==> config.mk <==
export PLATFORM = sky130hd
export DESIGN_NAME = flc_keyed_regs
export DESIGN_NICKNAME = d
export VERILOG_FILES = /design/src/rtl/flc_pkg.sv /design/src/rtl/flc_err_prio.sv /design/src/rtl/flc_bank.sv /design/src/rtl/flc_keyed_regs.sv
export SDC_FILE = /design/constraint.sdc
export NUM_CORES = 1
export LEC_CHECK = 0
export BUFFER_PORTS_ARGS = -buffer_cell sky130_fd_sc_hd__buf_2
export CAP_MARGIN = 20
export CELL_PAD_IN_SITES_DETAIL_PLACEMENT = 0
export CELL_PAD_IN_SITES_GLOBAL_PLACEMENT = 2
export CORE_UTILIZATION = 37
export CTS_BUF_LIST = sky130_fd_sc_hd__clkbuf_4
export CTS_CLUSTER_SIZE = 16
export DETAILED_ROUTE_END_ITERATION = 6
export PLACE_DENSITY = 0.95
export RECOVER_POWER = 25
export SLEW_MARGIN = 5
export SYNTH_ARGS = -nofsm -noshare
export SYNTH_HDL_FRONTEND = slang
export SYNTH_HIERARCHICAL = 1
export SYNTH_SLANG_ARGS = --single-unit
==> constraint.sdc <==
create_clock -name clk -period 3.74 [get_ports clk]
set_input_delay 0.374 -clock clk [delete_from_list [all_inputs] [get_ports clk]]
set_output_delay 0.374 -clock clk [all_outputs]
set_load 0.1 [all_outputs]
==> src/rtl/flc_pkg.sv <==
package flc_pkg;

    localparam logic [31:0] KEY_FIRST  = 32'h4567_0123;
    localparam logic [31:0] KEY_SECOND = 32'hCDEF_89AB;

    // control register bit positions
    localparam int CB_LOCK  = 0;
    localparam int CB_SER   = 1;
    localparam int CB_START = 2;
    localparam int CB_PS_LO = 4;
    localparam int CB_SN_LO = 8;

    // status register bit positions
    localparam int SB_BUSY    = 0;
    localparam int SB_SEQ     = 1;
    localparam int SB_PAR     = 2;
    localparam int SB_WP      = 3;
    localparam int SB_CODE_LO = 8;

    typedef enum logic [1:0] {
        KS_IDLE = 2'd0,
        KS_HALF = 2'd1,
        KS_DEAD = 2'd2
    } key_st_e;

    typedef enum logic [1:0] {
        EC_NONE = 2'd0,
        EC_WP   = 2'd1,
        EC_PAR  = 2'd2,
        EC_SEQ  = 2'd3
    } err_code_e;

    typedef struct packed {
        logic wp;
        logic par;
        logic seq;
    } err_flags_t;

endpackage

==> src/rtl/flc_err_prio.sv <==
module flc_err_prio
    import flc_pkg::*;
(
    input  err_flags_t flags,
    output err_code_e  code
);

    always_comb begin
        if (flags.wp)       code = EC_WP;
        else if (flags.par) code = EC_PAR;
        else if (flags.seq) code = EC_SEQ;
        else                code = EC_NONE;
    end

endmodule

==> src/rtl/flc_bank.sv <==
module flc_bank
    import flc_pkg::*;
#(
    parameter int             SPB          = 8,
    parameter int             ERASE_CYCLES = 20,
    parameter logic [SPB-1:0] WP_BITS      = '0
) (
    input  logic              clk,
    input  logic              rst_n,
    input  logic              key_we,
    input  logic              ctrl_we,
    input  logic              clr_we,
    input  logic [31:0]       wdata,
    output logic [31:0]       ctrl_rd,
    output logic [31:0]       stat_rd,
    output logic              busy,
    output logic              go,
    output logic [$clog2(SPB)-1:0] go_snb
);

    localparam int SNB_W = $clog2(SPB);
    localparam int CNT_W = $clog2(ERASE_CYCLES + 1);

    typedef struct packed {
        logic             lock;
        key_st_e          kst;
        logic             ser;
        logic [1:0]       psize;
        logic [SNB_W-1:0] snb;
        logic [CNT_W-1:0] cnt;
        logic             go;
        err_flags_t       err;
    } bank_st_t;

    bank_st_t s_d, s_q;

    logic             w_ser;
    logic [1:0]       w_ps;
    logic [SNB_W-1:0] w_snb;
    logic             w_start;

    assign w_ser   = wdata[CB_SER];
    assign w_ps    = wdata[CB_PS_LO +: 2];
    assign w_snb   = wdata[CB_SN_LO +: SNB_W];
    assign w_start = wdata[CB_START];

    always_comb begin
        s_d    = s_q;
        s_d.go = 1'b0;
        if (s_q.cnt != '0) s_d.cnt = s_q.cnt - 1'b1;

        // ordered two-word unlock
        if (key_we && s_q.lock) begin
            unique case (s_q.kst)
                KS_IDLE: s_d.kst = (wdata == KEY_FIRST) ? KS_HALF : KS_DEAD;
                KS_HALF: begin
                    if (wdata == KEY_SECOND) begin
                        s_d.lock = 1'b0;
                        s_d.kst  = KS_IDLE;
                    end else begin
                        s_d.kst = KS_DEAD;
                    end
                end
                default: s_d.kst = KS_DEAD;
            endcase
        end

        if (ctrl_we) begin
            if (s_q.lock) begin
                if (w_start) s_d.err.seq = 1'b1;
            end else begin
                s_d.lock  = wdata[CB_LOCK];
                s_d.ser   = w_ser;
                s_d.psize = w_ps;
                s_d.snb   = w_snb;
                if (w_start) begin
                    if (s_q.cnt != '0 || !w_ser) begin
                        s_d.err.seq = 1'b1;
                    end else if (w_ps == 2'd0) begin
                        s_d.err.par = 1'b1;
                    end else if (WP_BITS[w_snb]) begin
                        s_d.err.wp = 1'b1;
                    end else begin
                        s_d.cnt = CNT_W'(ERASE_CYCLES);
                        s_d.go  = 1'b1;
                    end
                end
            end
        end

        if (clr_we && wdata == '1) s_d.err = '0;
    end

    always_ff @(posedge clk) begin
        if (!rst_n) begin
            s_q       <= '0;
            s_q.lock  <= 1'b1;
            s_q.kst   <= KS_IDLE;
        end else begin
            s_q <= s_d;
        end
    end

    err_code_e code;

    flc_err_prio u_prio (
        .flags (s_q.err),
        .code  (code)
    );

    assign busy   = (s_q.cnt != '0);
    assign go     = s_q.go;
    assign go_snb = s_q.snb;

    always_comb begin
        ctrl_rd                      = '0;
        ctrl_rd[CB_LOCK]             = s_q.lock;
        ctrl_rd[CB_SER]              = s_q.ser;
        ctrl_rd[CB_PS_LO +: 2]       = s_q.psize;
        ctrl_rd[CB_SN_LO +: SNB_W]   = s_q.snb;
        stat_rd                      = '0;
        stat_rd[SB_BUSY]             = busy;
        stat_rd[SB_SEQ]              = s_q.err.seq;
        stat_rd[SB_PAR]              = s_q.err.par;
        stat_rd[SB_WP]               = s_q.err.wp;
        stat_rd[SB_CODE_LO +: 2]     = code;
    end

    // locked control writes change nothing
    a_r2_locked_hold: assert property (@(posedge clk) disable iff (!rst_n)
        (ctrl_we && s_q.lock) |=> (s_q.lock && s_q.ser == $past(s_q.ser)
            && s_q.psize == $past(s_q.psize) && s_q.snb == $past(s_q.snb)));

    // the lock only drops after the first key was seen
    a_r3_unlock_order: assert property (@(posedge clk) disable iff (!rst_n)
        $fell(s_q.lock) |-> ($past(s_q.kst) == KS_HALF));

    // a broken sequence stays broken
    a_r4_dead_sticky: assert property (@(posedge clk) disable iff (!rst_n)
        (s_q.kst == KS_DEAD) |=> (s_q.kst == KS_DEAD));

    // a launch loads the full erase window
    a_r6_launch_load: assert property (@(posedge clk) disable iff (!rst_n)
        s_q.go |-> (s_q.cnt == CNT_W'(ERASE_CYCLES)));

    // start while busy is refused and flagged
    a_r8_busy_reject: assert property (@(posedge clk) disable iff (!rst_n)
        (ctrl_we && w_start && s_q.cnt != '0) |=> (!s_q.go && s_q.err.seq));

    // all-ones clear empties the flags
    a_r12_clear: assert property (@(posedge clk) disable iff (!rst_n)
        (clr_we && wdata == '1) |=> (s_q.err == '0));

endmodule

==> src/rtl/flc_keyed_regs.sv <==
module flc_keyed_regs
    import flc_pkg::*;
#(
    parameter int                 SPB          = 8,
    parameter int                 ERASE_CYCLES = 20,
    parameter logic [2*SPB-1:0]   WP_MASK      = 16'h4080
) (
    input  logic                     clk,
    input  logic                     rst_n,
    input  logic                     bus_we,
    input  logic [2:0]               bus_addr,
    input  logic [31:0]              bus_wdata,
    output logic [31:0]              bus_rdata,
    output logic [1:0]               bank_busy,
    output logic                     erase_go,
    output logic [$clog2(SPB):0]     erase_sec
);

    localparam int NB    = 2;
    localparam int SNB_W = $clog2(SPB);

    logic [31:0]      ctrl_v [NB];
    logic [31:0]      stat_v [NB];
    logic [NB-1:0]    go_v;
    logic [SNB_W-1:0] snb_v  [NB];

    logic       bank_sel;
    logic [1:0] reg_sel;

    assign bank_sel = bus_addr[2];
    assign reg_sel  = bus_addr[1:0];

    for (genvar b = 0; b < NB; b++) begin : g_bank
        logic hit;
        assign hit = bus_we && (bank_sel == 1'(b));

        flc_bank #(
            .SPB          (SPB),
            .ERASE_CYCLES (ERASE_CYCLES),
            .WP_BITS      (WP_MASK[b*SPB +: SPB])
        ) u_bank (
            .clk     (clk),
            .rst_n   (rst_n),
            .key_we  (hit && reg_sel == 2'd0),
            .ctrl_we (hit && reg_sel == 2'd1),
            .clr_we  (hit && reg_sel == 2'd3),
            .wdata   (bus_wdata),
            .ctrl_rd (ctrl_v[b]),
            .stat_rd (stat_v[b]),
            .busy    (bank_busy[b]),
            .go      (go_v[b]),
            .go_snb  (snb_v[b])
        );
    end

    always_comb begin
        unique case (reg_sel)
            2'd1:    bus_rdata = ctrl_v[bank_sel];
            2'd2:    bus_rdata = stat_v[bank_sel];
            default: bus_rdata = '0;
        endcase
    end

    assign erase_go = |go_v;

    always_comb begin
        if (go_v[1])      erase_sec = {1'b1, snb_v[1]};
        else if (go_v[0]) erase_sec = {1'b0, snb_v[0]};
        else              erase_sec = '0;
    end

    // only one bank can launch in a cycle
    a_r6_single_launch: assert property (@(posedge clk) disable iff (!rst_n)
        $onehot0(go_v));

endmodule

# Yosys cells after proc, flatten, opt, wreduce, memory -nomap -nowiden

Memory sizes are Yosys's and may differ from the RTL's.
Cells that the tools add are included.

Bits in latches: 0
Output and inout bits: 39
Flip-flop bits (word level): 36
Bits in writable memories: 0
Memories kept: 2
Logic and storage cells: 135
Bits in read-only memories: 16
Input port bits: 38

Memory list:

| memory           | words | bits a word | rd ports | clocked after Yosys merged registers in | write ports | RTL line       | source |
|---|---|---|---|---|---|---|---|
| (name not given) | 8     | 1           | 1        | 0                                       | 0           | flc_bank.sv:81 | `end else if (WP_BITS[w_snb]) begin` |
| (name not given) | 8     | 1           | 1        | 0                                       | 0           | flc_bank.sv:81 |  |

Shift-type cells: 0
Equality and inequality tests: 8
$lt $le $gt $ge: 2
Divide/modulo/power cells: 0
Reductions and logical operators: 36
$add $sub $neg: 2
Bitwise logic cells: 11
Multiplexer cells: 54
Multiply operators: 0

Operator list:

| cell                                             | number |
|---|---|
| 2-to-1 mux 32 bit                                | 4 |
| == test 32 bit, second input constant            | 2 |
| one-hot mux 32 bit (2 select lines)              | 1 |
| 2-to-1 mux 9 bit                                 | 4 |
| == test 32 x 31 -> 1 bit, second input constant  | 1 |
| 2-to-1 mux 8 bit                                 | 4 |
| 2-to-1 mux 1 bit                                 | 19 |
| 2-to-1 mux 2 bit                                 | 8 |
| 2-to-1 mux 7 bit                                 | 2 |
| logical AND 1 bit                                | 12 |
| 2-to-1 mux 6 bit                                 | 2 |
| AND reduction 6 bit                              | 2 |
| OR reduction 6 bit                               | 2 |
| 2-to-1 mux 11 bit                                | 1 |
| 2-to-1 mux 10 bit                                | 1 |
| 2-to-1 mux 5 bit                                 | 2 |
| inverter 1 bit                                   | 10 |
| AND reduction 5 bit                              | 2 |
| nonzero test 5 bit                               | 2 |
| subtractor 5 x 1 -> 5 bit, second input constant | 2 |
| 2-to-1 mux 3 bit                                 | 3 |
| zero test 2 bit                                  | 4 |
| one-hot mux 2 bit (2 select lines)               | 2 |
| == test 2 x 1 -> 1 bit, second input constant    | 3 |
| 11 further kinds                                 | 18 |

# Depth between registers and ports, before layout

Gate-level depths: netlist of run 1.

Word-level depth: 8
Gate-level depth with buffers: 9
Mapped depth without buffers: 7

# Modules after synthesis

The synthesis of run 1 kept the hierarchy.

By module, submodules not included:

| module                       | seq. area each (µm²) | area each (µm²) | cells each | instances |
|---|---|---|---|---|
| flc_bank at g_bank[0].u_bank | 360.3                | 1421.4          | 173        | 1 |
| flc_bank at g_bank[1].u_bank | 360.3                | 1403.8          | 169        | 1 |
| flc_keyed_regs               | 0.0                  | 1109.8          | 133        | 1 |
| flc_err_prio                 | 0.0                  | 18.8            | 4          | 2 |

# Worst setup path before layout of run 1

OpenSTA, ideal clock, no wires.

Path type: register to output
Start point: register g_bank[0].u_bank/s_q[4] (netlist bit)
End point: output port bus_rdata[0]
Setup slack: 0.534 ns
Required time: 3.366 ns
Data arrival time: 2.832 ns
Buffers on the path: 1
Cell stages (with the launch flop): 8
Cells stage by stage: dfxtp_1 > inv_1 > ha_1 > nor4b_4 > inv_2 > buf_4 > mux2i_1 > o22ai_1

Cells in the longest elaborated chain, start to end: 5

Ends and longest elaborated chain:

| what                                                  | RTL line             | source |
|---|---|---|
| start: declaration                                    | flc_bank.sv:35       | `bank_st_t s_d, s_q;` |
| nonzero test 5 bit                                    | flc_bank.sv:111      | `assign busy = (s_q.cnt != '0);` |
| net bank_busy[0]                                      | flc_keyed_regs.sv:14 | `output logic [1:0] bank_busy,` |
| 2-to-1 mux 10 bit (implied by the code)               | flc_keyed_regs.sv:59 | `2'd2: bus_rdata = stat_v[bank_sel];` |
| 2-to-1 mux 32 bit (implied by the code) (2 in series) | flc_keyed_regs.sv:59 |  |
| one-hot mux 32 bit (2 select lines)                   | flc_keyed_regs.sv:57 | `unique case (reg_sel)` |
| end: declaration                                      | flc_keyed_regs.sv:13 | `output logic [31:0] bus_rdata,` |

The timed path passes the listed nets, and every way through them passes these cells. The select of a mux whose other input is x is not followed.

# Worst setup path in the final report of run 1

Start point: register g_bank[1].u_bank/s_q[4] (netlist bit)
End point: output port bus_rdata[0]

Cells in the longest elaborated chain, start to end: 5

Ends and longest elaborated chain:

| what                                                  | RTL line |
|---|---|
| start: declaration                                    | flc_bank.sv:35 |
| nonzero test 5 bit                                    | flc_bank.sv:111 |
| 2-to-1 mux 10 bit (implied by the code)               | flc_keyed_regs.sv:59 |
| 2-to-1 mux 32 bit (implied by the code) (2 in series) | flc_keyed_regs.sv:59 |
| one-hot mux 32 bit (2 select lines)                   | flc_keyed_regs.sv:57 |

Every way passes these cells. The select of a mux whose other input is x is not followed.

==> results by group, run 1 <==
Layout
  – Final nets: between 500 and 600
  – Diode count: 0
  – Share of cells above drive strength 1: 14.7%
  – Area grow syn2layout: -5.80%

Global route
  – First-pass GRT wire length: around 13000 microns
  – Vias in the first global route: about 2800
  – Initial antenna violation count: 0
  – Largest net degree at the start of global routing: 42
  – Gr usage total: between 10% and 20%
  – Total grt overflow: 0

STA
  – Final hold vios: 0
  – Setup WS post-layout: approximately 0.92 ns
  – Final number of setup-violating endpoints: 0
  – Slew at the pin closest to its max-slew limit: 2.08 ns
  – RSZ-0062 raised after global routing: no
  – Setup TNS: 0 ns
  – Clk_skew: around 0.011 ns
  – Final worst path period need: approximately 2.8 ns
  – Final worst-path cycle share: 75.4%
  – F_max: 0.355 GHz
  – Max_slew headroom: -36.4%
  – Final Max Slew Viols: 23

Run
  – Max Cap Viol: 0

Synthesis
  – Synth Register Bits: 36
  – Syn. warnings: 6
  – Post-synthesis sequential area ratio: ~18%
  – Area leader, netlist: buf_4
  – Syn_area_per_cell: slightly above 8 sq um
  – Share of Yosys cell area claimed by the top area cell type: between 20 and 30%
  – Post-Syn Area: about 0.004 sq mm
  – Synth top area cells: buf_4, mux2i_1, dfxtp_1
  – Netlist cell types: 56
  – Most used DFF post-synth: dfxtp_1
  – Cells after Synth: approximately 480
  – Post-synth EDFFs: 0
  – Fraction of registers with async set/reset: 0%

Critical path
  – Crit path launch type: flip-flop
  – CP Max Fanout: 10
  – WP data required: 3.37 ns
  – Worst R2R Setup Slack: roughly 1.8 ns
  – Worst setup path class: flip-flop to primary output
  – Worst setup EP type: primary output
  – Crit path DAT: 2.45 ns

Power
  – Reg power frac: a little under a third
  – Cell Int Power: ~740 uW
  – PD cells: about 380 mW/mm^2
  – Sw power: roughly 670 uW
  – Sw Ratio: between 40% and 50%
  – Combinational power share: around half
  – Clock power frac: just under 20%
  – Max VDD drop: approximately 0.00017 V
  – Leakage power: between 0.0015 and 0.002 uW

Routing
  – Vias post-DR: 2947
  – DRT Wirelength: a little over 8000 microns
  – Detailed Route Iter0 Violations: 120
  – Number of iterations in the first detailed-routing pass: 4
  – Post-DRT Antenna Nets: 0
  – Wirelength per Cell: roughly 13 microns
  – DRC viols: 0
  – Drt via density: roughly 4.7

Clocking
  – Clk slew on worst S/H paths: 0.12 ns
  – Post-CTS Setup Inserts: 0
  – CTS tree: done
  – CTS Hold Buffers Added: 0
  – Clock tree buffer depth: 2
  – H-Tree Depth: 2
  – CTS buffer count: 5
  – Clock Sinks: 36
  – Count of cells resized by post-cts repair: 0
  – Root buffer cell: clkbuf_4
  – Clk_lat worst skew: about 0.34 ns

Die
  – Die height: ~110 microns
  – DIE AREA: ~0.011 sq mm
  – Initial Util: a little under two fifths
  – Die width: ~110 microns
  – Std-Cell Rows: 37
  – Core area: between 0.01 and 0.015 sq mm
  – IO Count: 77

Placement
  – PortBufs: between 50 and 60
  – Gp weighted congestion: slightly above 0.8
  – DP Wirelength: roughly 6300 microns
  – Worst slack, placed: approximately 1.3 ns

Worst hold path
  – Worst hold path class: input port to flip-flop

Outcome
  – Failing checks: slew limit
  – Outcome: finished with violations
-- final cells by class --
| cell class | count | area (sq um) |
|---|---|---|
| inverter | 12 | 45.0 |
| sequential | 36 | 721 |
| clock inverter | 3 | 42.5 |
| multi-input combinational | 385 | 2440 |
| tap | 136 | 170 |
| timing repair buffer | 56 | 287 |
| clock buffer | 5 | 37.5 |
| fill | 1159 | 6630 |
-- cells in the mapped netlist (all sizes together) (3+ instances only) --
cell type,number
buf,140
mux2i,76
dfxtp,36
nor2,35
o22ai,32
nand2,19
nand4,16
nor3,13
inv,12
nand3,11
clkbuf,10
nor2b,9
a21oi,7
and3,7
ha,6
nor4,5
or4,5
and2,4
a21o,3
a31oi,3
o41ai,3
xor2,3
-- worst max-delay path, stage by stage (launching register included) --
cell,delay [ns]
dfxtp_1,0.33
inv_1,0.09
ha_1,0.21
or4b_1,0.67
mux2i_1,0.35
o22ai_1,0.11
buf_2,0.33
-- cells by family (layout without fill, tap and decap cells) --
family / count (synthesis) / count (layout) / share of synthesized area (%)
buffers and inverters: 162 / 76 / 29.3
muxes: 76 / 76 / 19.1
adders and majority gates: 6 / 6 / 1.89
and+or+nand+nor: 134 / 134 / 19.2
AOI/OAI and AO/OA: 62 / 62 / 11.0
DFF: 36 / 36 / 18.1
xor gates and xnor gates: 5 / 5 / 1.10
other: 2 / 102 / 0.189
-- placed cells by master, fill, tap and decap left out, drive strengths merged, types with 2 or more instances in the layout --
master	count
nand2	19
or4	5
o21a	2
or2	2
and3	7
o311a	2
nor2b	9
xnor2	2
nor2	35
a21oi	7
inv	12
nor3	13
xor2	3
a21o	3
dfxtp	36
clkbuf	8
o22ai	32
buf	53
conb	102
nor4	5
a211oi	2
and2	4
nand3	11
mux2i	76
o41ai	3
ha	6
a22o	2
o21ai	2
a31oi	3
nand4	16
-- flip-flops by register name, indices dropped and copies added (netlist names) --
signal and flops:
g_bank.u_bank/s_q 14, g_bank.u_bank/ctrl_rd 8, g_bank.u_bank/go_snb 6, g_bank.u_bank/stat_rd 6, g_bank.u_bank/go 2
-- stage by stage --
stage / hold slack (ns) / total power, uW / cell area [sq um] / utilization (%) / std cells
finish: 0.324 / 1410 / 3740 / 36.1 / 633
global route: 0.319 / 1490 / 3740 / 36.1 / 633
CTS: 0.314 / 1420 / 3770 / 36.3 / 633
detailed placement: 0.468 / 1140 / 3690 / 35.6 / 625
global placement: 0.450 / 1130 / 3690 / 35.6 / 625
floorplan: 0.436 / 1140 / 4350 / - / 583
-- worst paths after layout --
check / startpoint / endpoint / depth (start not counted)
worst max register to register: g_bank[1].u_bank/s_q[4] / g_bank[1].u_bank/s_q[4] / 6
worst min register to register: g_bank[1].u_bank/s_q[8] / g_bank[1].u_bank/s_q[8] / 2
worst max-delay path: g_bank[1].u_bank/s_q[4] / bus_rdata[0] / 6
worst min-delay path: rst_n / g_bank[1].u_bank/ctrl_rd[0] / 2
-- per-layer routing --
metal	vias to the layer above	GRT usage (%)	wire, microns
li1	1513	-	-
met1	1355	18.7	3840
met2	67	25.7	3870
met3	12	1.98	240
met4	0	4.76	141
met5	-	0	0
-- power groups by stage --
stage          registers [uW]  clock network, uW  logic, uW
2_1_floorplan             449                  0        689
3_5_place_dp              454                  0        684
3_3_place_gp              453                  0        674
4_1_cts                   446                283        687
5_1_grt                   451                302        735
6_report                  446                278        683
(Power assumes the default switching activity.)
==> run 2, diff against run 1 <==
--- a/config.mk
+++ b/config.mk
@@ -9,11 +9,11 @@
 export CAP_MARGIN = 20
 export CELL_PAD_IN_SITES_DETAIL_PLACEMENT = 0
 export CELL_PAD_IN_SITES_GLOBAL_PLACEMENT = 2
-export CORE_UTILIZATION = 37
+export CORE_UTILIZATION = 31
 export CTS_BUF_LIST = sky130_fd_sc_hd__clkbuf_4
 export CTS_CLUSTER_SIZE = 16
 export DETAILED_ROUTE_END_ITERATION = 6
-export PLACE_DENSITY = 0.95
+export PLACE_DENSITY = 0.89
 export RECOVER_POWER = 25
 export SLEW_MARGIN = 5
 export SYNTH_ARGS = -nofsm -noshare
==> constraint.sdc (replaced) <==
create_clock -name clk -period 2.5 [get_ports clk]
set_input_delay 0.25 -clock clk [delete_from_list [all_inputs] [get_ports clk]]
set_output_delay 0.25 -clock clk [all_outputs]
set_load 0.1 [all_outputs]
==> run 2 against run 1 <==
- the run still ends with slew limit left
- count of clock-buffer cells in the layout did not move
- sequential share of layout area fell by 1.0 points
- clock power is 14% higher
- first-iteration DRC count rose by 12%
- core utilization decreased by 3.9 points
- register-to-register slack got worse by 1.1 ns
- hold slack worse by 0.13 ns
- die area grew 19%
- routed wire length increased by 2.8%
- critical endpoint unchanged
- highest routed layer unchanged
==> results by group, run 2 (synthesis results as in run 1) <==
Clocking
  – Clk_lat worst skew: 0.34 ns (about the same)
  – Clock Sinks: 36 (unchanged)
  – Count of cells resized by post-cts repair: 0 (unchanged)
  – CTS Hold Buffers Added: 0 (unchanged)
  – Clock tree buffer depth: 2 (unchanged)
  – H-Tree Depth: 2 (unchanged)
  – CTS tree: done
  – Clk slew on worst S/H paths: 0.12 ns (about the same)
  – Root buffer cell: clkbuf_4
  – CTS buffer count: 5 (unchanged)
  – Post-CTS Setup Inserts: 0 (unchanged)

Outcome
  – Outcome: finished with violations
  – Failing checks: slew limit

Routing
  – DRT Wirelength: 8320 microns (+2.8%)
  – Drt via density: 4.44 (-4.6%)
  – Wirelength per Cell: 12.4 microns (-2.9%)
  – DRC viols: 0 (unchanged)
  – Number of iterations in the first detailed-routing pass: 5 (+1)
  – Post-DRT Antenna Nets: 0 (unchanged)
  – Vias post-DR: 2976 (+0.98%)
  – Detailed Route Iter0 Violations: 134 (+12%)

Critical path
  – Buf+Inv Stages, Crit Path: 2 (unchanged)
  – CP Max Fanout: 10 (unchanged)
  – Worst path max stage delay: 0.56 ns (-0.11 ns)
  – CP top delay family: simple AND/OR/NAND/NOR gates
  – WP data required: 2.25 ns (-1.12 ns)
  – Worst setup path class: flip-flop to primary output
  – Crit path DAT: 2.07 ns (-0.38 ns)
  – Worst path slowest cell: or4b_4
  – Worst setup EP type: primary output
  – Crit path launch type: flip-flop
  – Worst R2R Setup Slack: 0.68 ns (-1.08 ns)
  – CP cell instances: inv_1, ha_1, or4b_4, mux2i_1, o22ai_2, buf_12

STA
  – Worst hold slack: 0.197 ns (-0.127 ns)
  – Final Max Slew Viols: 23 (unchanged)
  – Max_slew headroom: -36.0% (+0.47 points)
  – RSZ-0062 raised after global routing: no
  – Clk_skew: 0.00755 ns (-0.00339 ns)
  – Final hold vios: 0 (unchanged)
  – Slew at the pin closest to its max-slew limit: 2.07 ns (-0.00709 ns)
  – Final worst-path cycle share: 92.9%
  – Final worst path period need: between 2 and 2.5 ns
  – F_max: 0.431 GHz
  – Final number of setup-violating endpoints: 0 (unchanged)

Layout
  – Most flops, register: g_bank.u_bank/s_q
  – Diode count: 0 (unchanged)
  – Final core occ: 32.2% (-3.9 points)
  – Max reg flops: 14 (unchanged)
  – Commonest non-fill, non-tap cell in the layout: conb_1
  – Area grow syn2layout: -0.504%
  – Commonest non-fill, non-tap cells in the layout: conb_1, mux2i_1, buf_2
  – Final nets: 545 (+0.93%)
  – Share of cells above drive strength 1: 16.3% (+1.6 points)

Placement
  – DP Wirelength: 6590 microns (+4.8%)
  – PortBufs: 53 (unchanged)
  – Gp weighted congestion: 0.823 (+1.4%)

Worst hold path
  – Worst hold path class: input port to flip-flop

Die
  – Die width: 115 microns (+9.1%)
  – Std-Cell Rows: 40 (+8.1%)
  – IO Count: 77 (unchanged)
  – Die height: 115 microns (+9.1%)
  – DIE AREA: 0.0133 sq mm (+19%)
  – Core area: 0.0123 sq mm (+18%)
  – Initial Util: 32.4% (-5.9 points)

Power
  – PD cells: 520 mW/mm^2 (+38%)
  – Leakage power: 0.00179 uW (+3.0%)
  – Max VDD drop: 0.000237 V (+39%)

Global route
  – Vias in the first global route: 2806 (+1.7%)
  – Initial antenna violation count: 0 (unchanged)
  – Largest net degree at the start of global routing: 50 (+19%)
  – Total grt overflow: 0 (unchanged)
  – Gr usage total: 13.0% (-1.8 points)
  – First-pass GRT wire length: 13600 microns (+3.6%)

Run
  – Max Cap Viol: 0 (unchanged)
## run 2: changes by cell type in the layout (fill, tap and decap cells not counted), sizes merged
cell and delta:
inv +1, bufinv -1, clkinvlp -1, clkinv +1
buf +5
## run 2: area by class of cell
type | instances | area (sq um)
Fill cell | 1311 | 8310
Multi-Input combinational cell | 385 | 2470
Sequential cell | 36 | 721
Timing Repair Buffer | 61 | 452
Tap cell | 168 | 210
Inverter | 12 | 45.0
Clock buffer | 5 | 37.5
Clock inverter | 3 | 17.5
## run 2: worst paths after layout
path | from | to | cells past startpoint
setup / recovery | g_bank[1].u_bank/s_q[4] | bus_rdata[0] | 6
hold / removal | bus_wdata[0] | g_bank[1].u_bank/ctrl_rd[0] | 3
setup reg to reg | g_bank[1].u_bank/s_q[4] | g_bank[1].u_bank/s_q[4] | 6
hold reg to reg | g_bank[1].u_bank/s_q[8] | g_bank[1].u_bank/s_q[8] | 2
## run 2: worst reg2reg max path, cell delays in order (launching register included)
cell and delay (ns):
dfxtp_1 0.34, inv_1 0.09, ha_1 0.20, or4b_4 0.56, nor3_4 0.23, o21ai_2 0.12, and3_1 0.18
## run 2: layer usage
layer	share of wire, %	track usage, %	up-vias
met5	0	0	-
met4	0.89	2.60	0
met3	3.1	1.63	10
met2	50	23.1	59
met1	46	16.7	1381
li1	-	-	1526
## run 2: stage by stage
step / cells / area, sq um / power [uW] / setup slack (ns) / TNS (ns)
global route: 670 / 3950 / 2200 / 0.0752 / 0
global placement: 662 / 3910 / 1720 / 0.479 / 0
detailed placement: 662 / 3910 / 1740 / 0.439 / 0
finish: 670 / 3950 / 2060 / 0.178 / 0
floorplan: 583 / 4360 / 1710 / -0.122 / -0.808
CTS: 670 / 3970 / 2060 / 0.167 / 0
## run 2: power breakdown
group	leakage, uW	internal, uW	total (uW)	switching [uW]
sequential	0.000292	624	669	45.1
combinational	0.00146	312	1070	759
clock	0.0000330	109	316	208
total	0.00179	1040	2060	1010
==> run 3, diff against run 2 <==
--- a/config.mk
+++ b/config.mk
@@ -5,18 +5,19 @@
 export SDC_FILE = /design/constraint.sdc
 export NUM_CORES = 1
 export LEC_CHECK = 0
+export ABC_AREA = 1
 export BUFFER_PORTS_ARGS = -buffer_cell sky130_fd_sc_hd__buf_2
 export CAP_MARGIN = 20
 export CELL_PAD_IN_SITES_DETAIL_PLACEMENT = 0
 export CELL_PAD_IN_SITES_GLOBAL_PLACEMENT = 2
-export CORE_UTILIZATION = 31
+export CORE_UTILIZATION = 27
 export CTS_BUF_LIST = sky130_fd_sc_hd__clkbuf_4
 export CTS_CLUSTER_SIZE = 16
 export DETAILED_ROUTE_END_ITERATION = 6
-export PLACE_DENSITY = 0.89
+export PLACE_DENSITY = 0.88
 export RECOVER_POWER = 25
-export SLEW_MARGIN = 5
 export SYNTH_ARGS = -nofsm -noshare
 export SYNTH_HDL_FRONTEND = slang
 export SYNTH_HIERARCHICAL = 1
 export SYNTH_SLANG_ARGS = --single-unit
+export TNS_END_PERCENT = 20
==> run 3 against run 2 <==
- first-iteration DRC count grew 14%
- sequential share of layout area shrank 4.8 points
- via count grew 46%
- clock skew grew 0.0066 ns
- register-to-register slack gained 0.27 ns
- the flow now finishes without violations
- maximum frequency grew 8.6%
- critical endpoint unchanged
==> results by group, run 3 <==
Outcome
  – Outcome: finished, final reports clean

Die
  – Std-Cell Rows: 48 (+20%)
  – IO Count: 77 (unchanged)
  – Initial Util: 27.8% (-4.5 points)
  – DIE AREA: 0.0186 sq mm (+40%)
  – Die height: 136 microns (+18%)
  – Die width: 136 microns (+18%)
  – Core area: 0.0175 sq mm (+43%)

Layout
  – Commonest non-fill, non-tap cell in the layout: nand2_1
  – Most flops, register: g_bank.u_bank/s_q
  – Commonest non-fill, non-tap cells in the layout: nand2_1, inv_1, conb_1
  – Share of cells above drive strength 1: 15.7% (-0.60 points)
  – Final nets: 958 (+76%)
  – Layout fillers: 1987 (+52%)
  – Diode count: 0 (unchanged)
  – Area grow syn2layout: 10.6%
  – Max reg flops: 14 (unchanged)

Critical path
  – Worst path slowest cell: dfxtp_1
  – CP cell instances: inv_1, ha_1, nand2_1, nor2_8, inv_1, inv_1, nand2_1, nand3_1, a21oi_4, buf_12
  – WP data required: 2.25 ns (about the same)
  – CP Max Fanout: 7 (-3)
  – Crit path DAT: 1.89 ns (-0.18 ns)
  – Worst setup EP type: primary output
  – Worst setup path class: flip-flop to primary output
  – Crit path launch type: flip-flop
  – Worst path max stage delay: 0.36 ns (-0.20 ns)
  – Worst path most repeated cell: inv_1

Run
  – Max Cap Viol: 0 (unchanged)

STA
  – Final Max Slew Viols: 0 (-100%)
  – Final hold vios: 0 (unchanged)
  – Max_slew headroom: 29.8% (+66 points)
  – Slew at the pin closest to its max-slew limit: 1.05 ns (-1.02 ns)
  – RSZ-0062 raised after global routing: no
  – Setup WS post-layout: 0.362 ns (+0.184 ns)
  – Final worst path period need: 2.14 ns (-0.184 ns)
  – F_max: 0.468 GHz (+8.6%)
  – Clk_skew: 0.0142 ns (+0.00660 ns)
  – Final worst-path cycle share: 85.5% (-7.4 points)
  – Final number of setup-violating endpoints: 0 (unchanged)

Global route
  – Largest net degree at the start of global routing: 33 (-34%)
  – Vias in the first global route: 3804 (+36%)
  – Gr usage total: 12.9% (-0.092 points)
  – Initial antenna violation count: 0 (unchanged)
  – Total grt overflow: 0 (unchanged)
  – First-pass GRT wire length: 19000 microns (+39%)

Clocking
  – Clock Sinks: 36 (unchanged)
  – CTS tree: done
  – Clock tree buffer depth: 2 (unchanged)
  – Root buffer cell: clkbuf_4
  – Count of cells resized by post-cts repair: 0 (unchanged)
  – Clk slew on worst S/H paths: 0.11 ns (about the same)
  – CTS Hold Buffers Added: 0 (unchanged)
  – Post-CTS Setup Inserts: 0 (unchanged)
  – CTS buffer count: 5 (unchanged)
  – Clk_lat worst skew: 0.34 ns (about the same)
  – H-Tree Depth: 2 (unchanged)

Routing
  – Number of iterations in the first detailed-routing pass: 4 (-1)
  – Wirelength per Cell: 10.1 microns (-19%)
  – Vias post-DR: 4337 (+46%)
  – Detailed Route Iter0 Violations: 153 (+14%)
  – DRT Wirelength: 11500 microns (+38%)
  – Post-DRT Antenna Nets: 0 (unchanged)
  – Drt via density: 3.80 (-14%)
  – DRC viols: 0 (unchanged)

Synthesis
  – Netlist cell types: 40 (-29%)
  – Syn_area_per_cell: 5.52 sq um (-33%)
  – Most numerous cell in the Yosys netlist: nand2_1
  – Syn. warnings: 6 (unchanged)
  – Synth top area cells: buf_4, nand2_1, dfxtp_1
  – Fraction of registers with async set/reset: 0% (unchanged)
  – Area leader, netlist: buf_4
  – Post-synth EDFFs: 0 (unchanged)
  – Synth Register Bits: 36 (unchanged)
  – List of most frequent post-synthesis cells: nand2_1, inv_1, buf_4, nand3_1, nor2_1
  – Post-Syn Area: 0.00487 sq mm (+23%)
  – Share of Yosys cell area claimed by the top area cell type: 21.1% (-4.6 points)
  – Most used DFF post-synth: dfxtp_1
  – Post-synthesis sequential area ratio: 14.8% (-3.3 points)
  – Cells after Synth: 881 (+82%)

Power
  – PD cells: 442 mW/mm^2 (-15%)
  – Power Total: 2380 uW (+16%)
  – Max VDD drop: 0.000398 V (+68%)
  – Leakage power: 0.00242 uW (+36%)

Placement
  – PortBufs: 76 (+43%)
  – DP Wirelength: 9100 microns (+38%)
  – Gp weighted congestion: 0.824 (about the same)
  – Worst slack, placed: 0.564 ns (+0.125 ns)

Worst hold path
  – Worst hold path class: input port to flip-flop
[run 3: cell count changes after synthesis, moves of 33 or more]
| cell | before | now |
|---|---|---|
| nand2_1 | 19 | 202 |
| inv_1 | 11 | 159 |
| mux2i_1 | 76 | 0 |
| nand3_1 | 10 | 85 |
| nor2_1 | 35 | 79 |
| a21oi_1 | 7 | 45 |
| inv_2 | 1 | 34 |
[run 3: cells by family (layout without fill, tap and decap cells)]
logic type,Yosys count,in the layout,synth area share (%)
AOI/OAI and AO/OA,66,66,6.94
xor gates and xnor gates,6,6,1.08
adders and majority gates,6,6,1.54
buffers and inverters,355,289,38.4
DFF,36,36,14.8
other,2,102,0.154
and+or+nand+nor,410,410,37.0
[run 3: path summary, 6_finish.rpt]
check                           cells past startpoint                        start                         end  slack, ns
worst max register to register                      6  g_bank[0].u_bank/ctrl_rd[0]     g_bank[0].u_bank/s_q[6]       0.95
worst min register to register                      2     g_bank[1].u_bank/s_q[16]    g_bank[1].u_bank/s_q[16]       0.48
worst min-delay path                                3                bus_wdata[10]  g_bank[1].u_bank/go_snb[2]       0.21
worst max-delay path                               10      g_bank[1].u_bank/s_q[4]                bus_rdata[0]       0.36
[run 3: area by class of cell]
class	instances	area [sq um]	share of cell area, %
flip-flops and latches	36	721	13.4
well taps	225	282	5.23
multi-input cells	590	2670	49.5
inverters	196	738	13.7
repair buffers	85	923	17.2
clock buffers	5	37.5	0.698
clock inverters	3	13.8	0.256
[run 3: power by group]
part | internal, uW | total (uW) | leakage, uW | switching (uW)
Clock | 103 | 295 | 0.0000324 | 192
Combinational | 437 | 1410 | 0.00210 | 969
Sequential | 630 | 675 | 0.000292 | 45.2
Total | 1170 | 2380 | 0.00242 | 1210
[run 3: per-stage QoR]
| step | utilization [%] | instance area [sq um] | instances | hold WS (ns) | TNS [ns] |
|---|---|---|---|---|---|
| after floorplan | - | 5280 | 981 | 0.371 | -3.14 |
| after global placement | 30.6 | 5350 | 1132 | 0.455 | 0 |
| after global routing | 30.8 | 5380 | 1140 | 0.202 | 0 |
| after CTS | 30.9 | 5400 | 1140 | 0.199 | 0 |
| after detailed placement | 30.6 | 5350 | 1132 | 0.465 | 0 |
| final | 30.8 | 5380 | 1140 | 0.214 | 0 |
[run 3: worst max-delay path: cells and delay by family, from the launching register on]
| family | cells | cell delay (ns) |
|---|---|---|
| flops | 1 | 0.36 |
| fa+ha+maj | 1 | 0.22 |
| buf+inv | 4 | 0.40 |
| compound gates | 1 | 0.17 |
| simple gates | 4 | 0.42 |
[run 3: layer usage]
metal / wire length (microns) / global-route usage, % / up-vias
li1: - / - / 2451
met1: 5490 / 17.1 / 1805
met2: 5570 / 22.4 / 73
met3: 338 / 1.45 / 8
met4: 91 / 2.10 / 0
met5: 0 / 0 / -
